**src/rtl/dci_pkg.sv**
```systemverilog
package dci_pkg;
   // the aggregator serves a fixed pair of channels
   localparam int unsigned CH_NUM = 2;
   localparam int unsigned BYTE_W = 8;

   typedef logic [CH_NUM-1:0] ch_vec_t;
endpackage

```
**src/rtl/dci_req_edge.sv**
```systemverilog
module dci_req_edge #(
   parameter int unsigned NUM_CH = 2
) (
   input  logic              clk,
   input  logic              rst_n,
   input  logic [NUM_CH-1:0] req_i,
   output logic [NUM_CH-1:0] chg_o
);
   logic [NUM_CH-1:0] prev_q;

   for (genvar c = 0; c < NUM_CH; c++) begin : g_ch
      always_ff @(posedge clk or negedge rst_n) begin
         if (!rst_n) prev_q[c] <= 1'b0;
         else        prev_q[c] <= req_i[c];
      end
      assign chg_o[c] = req_i[c] ^ prev_q[c];
   end
endmodule

```
**src/rtl/dci_cfg_seq.sv**
```systemverilog
module dci_cfg_seq #(
   parameter int unsigned ADDR_W        = 8,
   parameter int unsigned MAX_BYTES     = 4,
   parameter int unsigned MAIN_OFF      = 8'h71,
   parameter int unsigned MAIN_FLAG_LSB = 2,
   parameter int unsigned MIR0_OFF      = 8'h50,
   parameter int unsigned MIR0_BIT      = 2,
   parameter int unsigned MIR1_OFF      = 8'h57,
   parameter int unsigned MIR1_BIT      = 4,
   localparam int unsigned LEN_W        = $clog2(MAX_BYTES),
   localparam int unsigned DATA_W       = 8 * MAX_BYTES
) (
   input  logic                wr_en,
   input  logic [ADDR_W-1:0]   wr_addr,
   input  logic [LEN_W-1:0]    wr_len,
   input  logic [DATA_W-1:0]   wr_data,
   input  dci_pkg::ch_vec_t    main_i,
   input  dci_pkg::ch_vec_t    mir_i,
   output dci_pkg::ch_vec_t    main_o,
   output dci_pkg::ch_vec_t    mir_o
);
   localparam int unsigned AW = ADDR_W + 1;

   logic [AW-1:0]    byte_addr;
   logic [7:0]       byte_val;
   dci_pkg::ch_vec_t main_v;
   dci_pkg::ch_vec_t mir_v;

   // bytes are walked from the lowest address up; every hit resyncs the copies
   always_comb begin
      main_v    = main_i;
      mir_v     = mir_i;
      byte_addr = '0;
      byte_val  = '0;
      if (wr_en) begin
         for (int i = 0; i < int'(MAX_BYTES); i++) begin
            if (i <= int'(wr_len)) begin
               byte_addr = {1'b0, wr_addr} + AW'(i);
               byte_val  = wr_data[8*i +: 8];
               if (byte_addr == AW'(MIR0_OFF)) begin
                  if (byte_val[MIR0_BIT]) mir_v[0] = 1'b0;
                  main_v = mir_v;
               end else if (byte_addr == AW'(MIR1_OFF)) begin
                  if (byte_val[MIR1_BIT]) mir_v[1] = 1'b0;
                  main_v = mir_v;
               end else if (byte_addr == AW'(MAIN_OFF)) begin
                  for (int c = 0; c < int'(dci_pkg::CH_NUM); c++) begin
                     if (byte_val[MAIN_FLAG_LSB + c]) main_v[c] = 1'b0;
                  end
                  mir_v = main_v;
               end
            end
         end
      end
   end

   assign main_o = main_v;
   assign mir_o  = mir_v;
endmodule

```
**src/rtl/dci_irq_gate.sv**
```systemverilog
module dci_irq_gate #(
   parameter int unsigned NUM_CH  = 2,
   parameter bit          REG_OUT = 1'b1
) (
   input  logic              clk,
   input  logic              rst_n,
   input  logic [NUM_CH-1:0] flag_i,
   input  logic [NUM_CH-1:0] blk_i,
   output logic              irq_o
);
   logic lvl;

   assign lvl = |(flag_i & ~blk_i);

   if (REG_OUT) begin : g_reg
      logic irq_q;
      always_ff @(posedge clk or negedge rst_n) begin
         if (!rst_n) irq_q <= 1'b0;
         else        irq_q <= lvl;
      end
      assign irq_o = irq_q;
   end else begin : g_comb
      assign irq_o = lvl;
   end
endmodule

```
**src/rtl/dci_irq_agg.sv**
```systemverilog
module dci_irq_agg #(
   parameter int unsigned ADDR_W        = 8,
   parameter int unsigned MAX_BYTES     = 4,
   parameter int unsigned MAIN_OFF      = 8'h71,
   parameter int unsigned MAIN_FLAG_LSB = 2,
   parameter int unsigned MAIN_BLK_LSB  = 4,
   parameter int unsigned MIR0_OFF      = 8'h50,
   parameter int unsigned MIR0_BIT      = 2,
   parameter int unsigned MIR1_OFF      = 8'h57,
   parameter int unsigned MIR1_BIT      = 4,
   parameter bit          REG_OUT       = 1'b1,
   localparam int unsigned NUM_CH       = dci_pkg::CH_NUM,
   localparam int unsigned LEN_W        = $clog2(MAX_BYTES),
   localparam int unsigned DATA_W       = 8 * MAX_BYTES
) (
   input  logic              clk,
   input  logic              rst_n,
   input  logic [NUM_CH-1:0] drv_irq,
   input  logic              cfg_wr_en,
   input  logic [ADDR_W-1:0] cfg_wr_addr,
   input  logic [LEN_W-1:0]  cfg_wr_len,
   input  logic [DATA_W-1:0] cfg_wr_data,
   input  logic              blk_wr_en,
   input  logic [NUM_CH-1:0] blk_wr_data,
   input  logic [ADDR_W-1:0] cfg_rd_addr,
   output logic [7:0]        cfg_rd_data,
   output logic              irq
);
   // elaboration-time parameter checks
   if (MAX_BYTES < 2 || MAX_BYTES > 8) begin : g_bad_bytes
      $error("MAX_BYTES must lie in 2..8");
   end
   if (MAIN_FLAG_LSB + NUM_CH > 8 || MAIN_BLK_LSB + NUM_CH > 8) begin : g_bad_main
      $error("status byte fields exceed eight bits");
   end
   if (MAIN_BLK_LSB < MAIN_FLAG_LSB + NUM_CH && MAIN_FLAG_LSB < MAIN_BLK_LSB + NUM_CH) begin : g_overlap
      $error("flag and block fields overlap");
   end
   if (MIR0_BIT > 7 || MIR1_BIT > 7) begin : g_bad_mir
      $error("mirror bit out of byte");
   end
   if (MIR0_OFF == MIR1_OFF || MIR0_OFF == MAIN_OFF || MIR1_OFF == MAIN_OFF) begin : g_bad_off
      $error("register offsets must differ");
   end
   if (MAIN_OFF >= (1 << ADDR_W) || MIR0_OFF >= (1 << ADDR_W) || MIR1_OFF >= (1 << ADDR_W)) begin : g_bad_aw
      $error("offset beyond address width");
   end

   dci_pkg::ch_vec_t main_q, mir_q, blk_q;
   dci_pkg::ch_vec_t main_w, mir_w;
   dci_pkg::ch_vec_t main_n, mir_n, blk_n;
   dci_pkg::ch_vec_t req_chg;
   dci_pkg::ch_vec_t gate_flag, gate_blk;

   dci_req_edge #(.NUM_CH(NUM_CH)) u_edge (
      .clk   (clk),
      .rst_n (rst_n),
      .req_i (drv_irq),
      .chg_o (req_chg)
   );

   dci_cfg_seq #(
      .ADDR_W        (ADDR_W),
      .MAX_BYTES     (MAX_BYTES),
      .MAIN_OFF      (MAIN_OFF),
      .MAIN_FLAG_LSB (MAIN_FLAG_LSB),
      .MIR0_OFF      (MIR0_OFF),
      .MIR0_BIT      (MIR0_BIT),
      .MIR1_OFF      (MIR1_OFF),
      .MIR1_BIT      (MIR1_BIT)
   ) u_seq (
      .wr_en   (cfg_wr_en),
      .wr_addr (cfg_wr_addr),
      .wr_len  (cfg_wr_len),
      .wr_data (cfg_wr_data),
      .main_i  (main_q),
      .mir_i   (mir_q),
      .main_o  (main_w),
      .mir_o   (mir_w)
   );

   // a drive-side level change overrides the result of the write sequence
   always_comb begin
      main_n = main_w;
      mir_n  = mir_w;
      for (int c = 0; c < int'(NUM_CH); c++) begin
         if (req_chg[c]) begin
            main_n[c] = drv_irq[c];
            mir_n[c]  = drv_irq[c];
         end
      end
      blk_n = blk_wr_en ? blk_wr_data : blk_q;
   end

   always_ff @(posedge clk or negedge rst_n) begin
      if (!rst_n) begin
         main_q <= '0;
         mir_q  <= '0;
         blk_q  <= '0;
      end else begin
         main_q <= main_n;
         mir_q  <= mir_n;
         blk_q  <= blk_n;
      end
   end

   // registered output looks at next state, combinational output at current
   assign gate_flag = REG_OUT ? main_n : main_q;
   assign gate_blk  = REG_OUT ? blk_n  : blk_q;

   dci_irq_gate #(.NUM_CH(NUM_CH), .REG_OUT(REG_OUT)) u_gate (
      .clk    (clk),
      .rst_n  (rst_n),
      .flag_i (gate_flag),
      .blk_i  (gate_blk),
      .irq_o  (irq)
   );

   always_comb begin
      cfg_rd_data = '0;
      if (cfg_rd_addr == ADDR_W'(MIR0_OFF)) begin
         cfg_rd_data[MIR0_BIT] = mir_q[0];
      end else if (cfg_rd_addr == ADDR_W'(MIR1_OFF)) begin
         cfg_rd_data[MIR1_BIT] = mir_q[1];
      end else if (cfg_rd_addr == ADDR_W'(MAIN_OFF)) begin
         for (int c = 0; c < int'(NUM_CH); c++) begin
            cfg_rd_data[MAIN_FLAG_LSB + c] = main_q[c];
            cfg_rd_data[MAIN_BLK_LSB + c]  = blk_q[c];
         end
      end
   end
endmodule

```
**config.mk**
```make
export PLATFORM = sky130hd
export DESIGN_NAME = dci_irq_agg
export DESIGN_NICKNAME = d
export VERILOG_FILES = /design/src/rtl/dci_pkg.sv /design/src/rtl/dci_req_edge.sv /design/src/rtl/dci_cfg_seq.sv /design/src/rtl/dci_irq_gate.sv /design/src/rtl/dci_irq_agg.sv
export SDC_FILE = /design/constraint.sdc
export NUM_CORES = 1
export LEC_CHECK = 0
export BUFFER_PORTS_ARGS = -buffer_cell sky130_fd_sc_hd__buf_2
export CORE_MARGIN = 2
export CORE_UTILIZATION = 35
export DETAILED_ROUTE_END_ITERATION = 10
export SLEW_MARGIN = 10
export SYNTH_ARGS = -nofsm -noshare
export SYNTH_HDL_FRONTEND = slang
export SYNTH_SLANG_ARGS = --single-unit
```
**constraint.sdc**
```tcl
create_clock -name clk -period 7 [get_ports clk]
set_input_delay 1.4 -clock clk [delete_from_list [all_inputs] [get_ports clk]]
set_output_delay 1.4 -clock clk [all_outputs]
set_load 0.02 [all_outputs]
```
==> impl_metrics.tcl <==
set metrics [dict create \
    reg2reg_from "main_q[1]$_DFF_PN0_" \
    ios 67 \
    layout-drive-gt1-share 0.2177 \
    timing_hold_violations_final 0 \
    hp-class "flop to flop" \
    syn_inst 240 \
    leakagePower_nw 0.7729 \
    die_w_um 74.26 \
    arrival_ns 4.61 \
    synthesis.area_mm2 0.001728 \
    cp-end-kind "flop" \
    gp_congestion 0.8436 \
    diodes 0 \
    grt_overflow 0 \
    h-tree-depth 1 \
    initial_core_util 0.3634 \
    core_area_mm2 0.004755 \
    finalCritPeriodShare 0.6350 \
    rsz0062_at_grt "no" \
    synth_edf_count 0 \
    ant_nets 0 \
    setup_viol 0 \
    num_rows 25 \
    finalClockSkew_ns 0.005566 \
    synth.distinct_cells 67 \
    yosys.area.top_type "dfrtp_1" \
    vias_per_cell 5.822 \
    layout.nets 332 \
    grt_pass1_vias 1703 \
    grt_pass1_wl_um 8245 \
    reg2regPathDepth 9 \
    status "complete, no violations" \
    cts.path.max_buffers 2 \
    die-area_mm2 0.005515 \
    port_buffers 42 \
    path_class "input port to flop" \
    slew_viol_final 0 \
    grt_max_degree 27 \
    cts_root_buf "clkbuf_8" \
    instances_no_fill 338 \
    cts_tree "yes" \
    synth_area_per_cell_um2 7.200 \
    grt_usage 0.1875 \
    pwr_density_cell_mw_per_mm2 109.6 \
    cp_cell_sequence "buf_2 > ha_1 > a21oi_1 > o211a_1 > o31ai_1 > a311oi_1 > o221a_2 > a2111oi_4 > o21ai_1 > a31oi_1 > maj3_1" \
    fmax_mhz 225.0 \
    setup_tns_ns 0 \
    area_delta_synth_final_pct 14.55 \
    drc 0 \
    synth.yosys.warnings 0 \
    synthTopCellsByArea "dfrtp_1, inv_1, nor2_1" \
    routedWlPerCell_um 15.34 \
    drt_wl_total_um 5185 \
    maxCapViolations 0 \
    slew_headroom 0.5108 \
    drt-initial-drc-count 146 \
    vdd_ir_drop_max_mv 0.03712 \
    synth-seq-cells 9 \
    path_clk_slew_ns 0.05 \
    r2r_slack_ns 4.26 \
    antenna_found_initial 0 \
    crit_fanout 19 \
    firstDrtPassIters 4 \
    startpoint "cfg_wr_addr[2]" \
    dp_hpwl_um 3926 \
    clkSinkCount 9 \
    tightestPinTransition_ns 0.7276 \
    synth_flop_cell "dfrtp_1" \
    placed_cells 334 \
    synth_common_cells "inv_1, nor2_1, nand2_1" \
    reg2reg_to "mir_q[1]$_DFFE_PN0P_" \
    vias 1968 \
    cts_resized 0 \
    cpMaxStageDelayCell "o31ai_1" \
    synth_top_area_frac 0.1303 \
    die_h_um 74.26 \
    holdBufCountCts 0 \
    cts_buffers 3 \
    slowest_delay_ns 0.63 \
    async_flop_share 1.000 \
    post_cts_buffers 0 \
    post-route-min-period_ns 4.445 \
    synth_seq_area_share 0.1303 \
    crit_required_ns 7.17 \
    crit_end "mir_q[1]$_DFFE_PN0P_" \
    start_kind "input port" \
    worstSkewPairLatency_ns 0.24 \
]
-- cells by family (layout without fill, tap and decap cells) --
group | after synthesis | after routing | share of synthesized area
simple gates | 106 | 106 | 0.3657
compound gates | 79 | 79 | 0.3498
buf+inv | 36 | 64 | 0.09631
flops | 9 | 9 | 0.1303
fa+ha+maj | 5 | 5 | 0.03258
mux | 3 | 3 | 0.01810
other cells | 1 | 4 | 0.002170
xor+xnor | 1 | 1 | 0.005070
-- state kept, by name (all words and copies together) (netlist names) --
register,flops
u_gate.irq_o,1
u_edge.prev_q,2
mir_q,2
main_q,2
blk_q,2
-- where the power goes --
| part | leakage [nW] | switching [mW] | total [mW] | internal [mW] |
|---|---|---|---|---|
| registers | 0.104 | 0.00459 | 0.0624 | 0.0578 |
| logic | 0.646 | 0.0569 | 0.0929 | 0.0360 |
| clock network | 0.0228 | 0.0219 | 0.0616 | 0.0398 |
| total | 0.773 | 0.0833 | 0.217 | 0.134 |
-- cells in the final DEF (no fill, tap or decap), types with 3 or more instances in the layout --
cell and n:
nand3_1 8, nor2_1 18, nand2_1 14, o21ai_1 3, inv_1 18, and2_1 3
o211ai_1 5, buf_2 42, nor4_1 3, clkbuf_8 3, or3_1 4, a211o_1 4
o22ai_1 3, a21oi_1 9, a31oi_1 6, o21ai_0 9, nor3_1 9, nor2b_1 5
and3_1 4, a211oi_1 5, or4_1 3, nand3b_1 3, o221ai_1 3, or2_2 3
nand4b_1 3, conb_1 4, a21o_1 3, nand4_1 8, dfrtp_1 9, nand4bb_1 4
o31ai_1 5
-- how the worst min path moves through the flow --
stage | start | to | slack, ns | cells past startpoint
2_1_floorplan | blk_q[1]$_DFF_PN0_ | blk_q[1]$_DFF_PN0_ | 0.46 | 2
3_3_place_gp | blk_q[1]$_DFF_PN0_ | blk_q[1]$_DFF_PN0_ | 0.50 | 2
3_5_place_dp | blk_q[0]$_DFF_PN0_ | blk_q[0]$_DFF_PN0_ | 0.50 | 2
4_1_cts | blk_q[0]$_DFF_PN0_ | blk_q[0]$_DFF_PN0_ | 0.51 | 2
5_1_grt | blk_q[0]$_DFF_PN0_ | blk_q[0]$_DFF_PN0_ | 0.55 | 2
6_report | blk_q[0]$_DFF_PN0_ | blk_q[0]$_DFF_PN0_ | 0.50 | 2
-- final cells by class --
class | count | area, um2
Fill cell | 525 | 2775
Multi-Input combinational cell | 198 | 1348
Sequential cell | 9 | 225.2
Timing Repair Buffer | 42 | 210.2
Tap cell | 67 | 83.83
Inverter | 18 | 67.56
Clock buffer | 4 | 45.04
-- worst max-delay path: cells and delay by family --
family / cells / cell delay (ns)
buffers and inverters: 1 / 0.28
AO/OA/AOI/OAI: 8 / 2.19
adder cells (fa/ha/maj): 2 / 0.74
-- layer usage --
metal,wire [um],track usage,vias up
li1,-,-,994
met1,2570,0.2817,916
met2,2362,0.2917,54
met3,210,0.01762,4
met4,41,0.03968,0
met5,0,0,-
-- per-stage QoR --
| step | setup slack [ns] | instance area [um2] | hold WS [ns] | power, mW | util |
|---|---|---|---|---|---|
| after floorplan | 3.168 | 1739 | 0.4628 | 0.1262 | - |
| after global placement | 2.425 | 1934 | 0.4965 | 0.1542 | 0.4068 |
| after detailed placement | 2.397 | 1934 | 0.4988 | 0.1547 | 0.4068 |
| after CTS | 2.624 | 1979 | 0.5104 | 0.2180 | 0.4163 |
| after global routing | 2.291 | 1979 | 0.5471 | 0.2322 | 0.4163 |
| final | 2.555 | 1979 | 0.5042 | 0.2169 | 0.4163 |
Note: power is estimated with default switching activity, not from simulation.
